--- src/rtl/burst_addr_seq.sv ---
module burst_addr_seq #(
  parameter int AW = 17
) (
  input  logic          clk,
  input  logic          rst,
  input  logic [AW-1:0] ext_addr,
  input  logic          ads_proc_n,
  input  logic          ads_ctrl_n,
  input  logic          chip_en_n,
  input  logic          adv_n,
  input  logic          order_ilv,
  output logic [AW-1:0] mem_addr,
  output logic          last_beat
);
  logic [AW-1:0] base_q;
  logic [1:0]    beat_q;
  logic [1:0]    low_bits;
  logic          load;

  assign load = !ads_ctrl_n || (!ads_proc_n && !chip_en_n);

  always_ff @(posedge clk) begin
    if (rst) begin
      base_q <= '0;
      beat_q <= 2'd0;
    end else if (load) begin
      base_q <= ext_addr;
      beat_q <= 2'd0;
    end else if (!adv_n) begin
      beat_q <= beat_q + 2'd1;
    end
  end

  assign low_bits  = order_ilv ? (base_q[1:0] ^ beat_q) : (base_q[1:0] + beat_q);
  assign mem_addr  = {base_q[AW-1:2], low_bits};
  assign last_beat = (beat_q == 2'd3);
endmodule


--- config.mk ---
export PLATFORM = sky130hd
export DESIGN_NAME = burst_addr_seq
export DESIGN_NICKNAME = d
export VERILOG_FILES = /design/src/rtl/burst_addr_seq.sv
export SDC_FILE = /design/constraint.sdc
export NUM_CORES = 1
export LEC_CHECK = 0
export ABC_AREA = 1
export BUFFER_PORTS_ARGS = -buffer_cell sky130_fd_sc_hd__buf_2
export CORE_ASPECT_RATIO = 0.9
export CORE_MARGIN = 1.5
export CORE_UTILIZATION = 37
export CTS_CLUSTER_SIZE = 30
export DETAILED_ROUTE_END_ITERATION = 10
export SYNTH_ARGS = -nofsm -noshare
export SYNTH_HDL_FRONTEND = slang
export SYNTH_SLANG_ARGS = --single-unit
export TNS_END_PERCENT = 5
--- constraint.sdc ---
create_clock -name clk -period 1.2 [get_ports clk]
set_clock_uncertainty 0.1 [all_clocks]
set_input_delay 0.18 -clock clk [delete_from_list [all_inputs] [get_ports clk]]
set_output_delay 0.18 -clock clk [all_outputs]
set_load 0.03 [all_outputs]
# Word-level counts from Yosys, hierarchy flattened
# Index checks and enable logic that the tools add are counted.
# W data, S select, Z words.
# word_totals
register_bits	19
# classes
reduce_logical	6
add_sub_neg	2
n_eq_ne	1
n_bitwise	1
n_mux	1
# ops
cell	n
$logic_not A1 Y1	3
$add A2 B1 Y2 const B	1
$add A2 B2 Y2	1
$eq A2 B2 Y1 const B	1
$mux W2	1
$reduce_or A2 Y1	1
$xor A2 B2 Y2	1
$logic_and A1 B1 Y1	1
$logic_or A1 B1 Y1	1

# Depth between registers and ports, before layout
# logic_depth
ltp_word	4
ltp_mapped	7
mapped_depth_nobuf	7

# Worst setup path after synthesis
# OpenSTA, ideal clock, no wires.
# synth_timing
path_kind	reg2out
from	reg beat_q[0]
to	out mem_addr[1]
t_arrival_ns	0.946
slack_ns	-0.026
path_stages_with_launch	8
required_time_ns	0.920
cell_sequence	dfxtp_1 -> ha_1 -> inv_1 -> nor2_1 -> inv_1 -> nand2_1 -> nand2_1 -> inv_1
# synth_via
elab_chain_len	2
# synth_lines
element	line_no	text
start, declared	16	logic [1:0] beat_q;
start signal, assigned	30	beat_q <= beat_q + 2'd1;
$add A2 B2 Y2	34	assign low_bits = order_ilv ? (base_q[1:0] ^ beat_q) : (base_q[1:0] + beat_q);
$mux W2	34	
end, declared	12	output logic [AW-1:0] mem_addr,
# Every way passes these cells.

# Final worst setup path
# Same ends and word-level chain as after synthesis.

==> metrics.md <==
| Metric | Value |
|---|---|
| Failing checks | setup timing |
| Crit-path max FO | 2 |
| Final period utilization | 126% |
| Hpwl dp | 1360 um |
| CTS Buf Count | 3 |
| Initial drt markers | 11 |
| Critical Path RT | 0.92 ns |
| Endpoints failing setup | 4 |
| Lkg Pwr | 0.000716 uW |
| Startpoint Class | register |
| Worst-Skew Late Latency | 0.29 ns |
| IO Pins | 42 |
| Outcome | finished with violations |
| Initial Util | 39.3% |
| Post-route cell area | 0.00139 mm2 |
| Post-synthesis mux area share | 0% |
| RR Startpoint | beat_q[0] |
| Area contributors post-synth | dfxtp_1 (35%), nor2_2 (12%), buf_4 (10%) |
| Largest family of logic cells by synthesized area | simple AND/OR/NAND/NOR gates |
| R2R depth | 6 |
| Async set-reset flop share out of synthesis | 0% |
| Grt ovf | 0 |
| Register clock-pin slew on the reported worst setup and hold paths | 0.10 ns |
| Clock Tree Root | clkbuf_4 |
| Hold path cells | 3 |
| Crit Path Class | register to output port |
| Die Wd | 59.9 um |
| Post-synthesis xor/xnor area fraction | 0.812% |
| Actual slew at the worst max-slew pin | 0.334 ns |
| DIE AREA | 0.00325 mm2 |
| Critical Path End Type | output port |
| RSZ-0062 raised after global routing | true |
| CTS Sinks | 19 |
| DRT Wirelength | 2150 um |
| Post-route ant nets | 0 |
| Tmin final | 1.51 ns |
| Clock Path Buffers | 2 |
| R2R Path End | beat_q[1] |
| Yosys cell types | 19 |
| Core Region | 0.00275 mm2 |
| Dominant synthesized flop cell | dfxtp_1 |
| Fmax achieved | 661 MHz |
| Area growth syn-to-layout | 29.2% |
| WL/cell | 9.25 um |
| Most instantiated cells after synthesis | nand2_1 (23), inv_1 (22), nor2_2 (21), dfxtp_1 (19) |
| HP Class | primary input to register |
| Synth Area in Simple Gates | 37.2% |
| Synth top area share | 35.3% |
| Die Height | 54.2 um |
| DRC violations left | 0 |
| Hold Path End | base_q[12] |
| Placed instance area | 0.00120 mm2 |
| Post-Syn Instances | 151 |
| Slew HR | 77.7% |
| First-pass GRT wire length | 3260 um |
| Fraction of layout cells with a size suffix above 1 | 41.1% |
| Avg Inst Size Synth | 7.14 um2 |
| Hold WS | 0.0184 ns |
| Yosys warnings | 0 |
| Final nets | 219 |
| H-tree depth | 1 |
| Crit path DAT | 1.23 ns |
| Hold violation total from the final report | 0 |
| Routed vias | 939 |
| Sequential area share after synthesis | 35.3% |
| CTS tree | yes |
| Crit path from | beat_q[0] |
| Max IR drop VDD | 0.387 mV |
| Via/cell ratio | 4.05 |
| Gpl congestion | 0.652 |
| Power Dens Cells | 1030 mW/mm2 |
| Total of max-cap violations | 0 |
| Num rows | 18 |
| Sequential cell area | 385 um2 |
| Tot GR Track Use | 13.7% |
| Fillcell total | 314 |
| Post-Synth Adder-Cell Area | 2.32% |
| Syn Std Cell Area | 0.00108 mm2 |
| Total power | 1430 uW |
| Slew Viols, Final | 0 |
| Post-synth EDFFs | 0 |
| Fin Setup TNS | -0.644 ns |
| Post-CTS Setup Inserts | 0 |
| Seq cells post-synth | 19 |
| Final setup margin | -0.314 ns |
| Area leader, netlist | dfxtp_1 |
| Hold_sp | ext_addr[12] |
| Register-to-register setup slack | -0.02 ns |
| TritonRoute pass-1 iters | 4 |
| Count leader, synth | nand2_1 |
| Initial antenna violation count | 0 |
| Area of the multi-input gates | 455 um2 |
| Place WS | -0.0716 ns |
| Port buffer count | 41 |
| Vias in the first global route | 780 |
| Largest net degree at the start of global routing | 19 |
| Post-Synthesis Net Count | 177 |
| N_diodes | 0 |
| Compound-Gate Fraction of Synth Area | 0.464% |
## area by class of cell
class | instances | share of cell area (%)
tap | 40 | 3.59
multi-input combinational | 86 | 32.7
timing repair buffer | 57 | 27.0
inverter | 26 | 7.18
sequential | 19 | 27.6
clock buffer | 4 | 1.89
## worst max path at each step
stage / endpoint / slack (ns) / cells past startpoint
global placement: mem_addr[1] / -0.03 / 8
global route: mem_addr[1] / -0.42 / 8
finish: mem_addr[1] / -0.31 / 8
CTS: mem_addr[1] / -0.34 / 8
detailed placement: mem_addr[1] / -0.07 / 8
floorplan: mem_addr[1] / 0.03 / 7
## cell usage in the layout, fill, tap and decap left out, types with 4 or more instances in the layout
| master | instances |
|---|---|
| dfxtp_1 | 17 |
| nand3_1 | 18 |
| inv_1 | 20 |
| dlygate4sd3_1 | 13 |
| nor2_1 | 17 |
| inv_2 | 4 |
| nand2_1 | 23 |
| buf_2 | 38 |
| nor2_2 | 22 |
## worst max-delay path: stages, from the launching register on
cell     delay [ns]
dfxtp_4        0.37
ha_4           0.13
inv_2          0.03
nor2_2         0.10
inv_1          0.04
nand2_1        0.05
nand2_1        0.06
inv_2          0.05
buf_6          0.12
## state kept, by name, summed over array words and instances (netlist names)
register  cells
beat_q        2
base_q       17
## through the flow
| step | cells | utilization (%) |
|---|---|---|
| finish | 232 | 50.7 |
| global route | 232 | 50.7 |
| CTS | 232 | 50.1 |
| detailed placement | 215 | 43.6 |
| global placement | 215 | 43.6 |
| floorplan | 151 | - |
## routing by layer
metal / share of wire, % / vias to the layer above / track usage [%]
met2: 52 / 22 / 24.6
met1: 43 / 404 / 15.6
li1: - / 511 / -
met5: 0 / - / 0
met4: 0.70 / 0 / 6.67
met3: 4.5 / 2 / 2.36
## what timing repair did
| item | CTS | global route |
|---|---|---|
| pin swaps | 0 | 4 |
| endpoints found under the setup margin | 4 | 4 |
| gates resized for setup | 8 | 5 |
| hold endpoints to repair | 13 | 0 |
| hold buffers | 13 | 0 |
## power by group
part	internal [uW]	switching (uW)
sequential	676	22.7
clock	129	187
combinational	168	247
## kinds of logic after synthesis
group	Yosys count
DFF	19
buffers and inverters	46
adders and majority gates	2
AOI/OAI and AO/OA	1
and+or+nand+nor	82
xor gates and xnor gates	1
(Power assumes the default switching activity.)
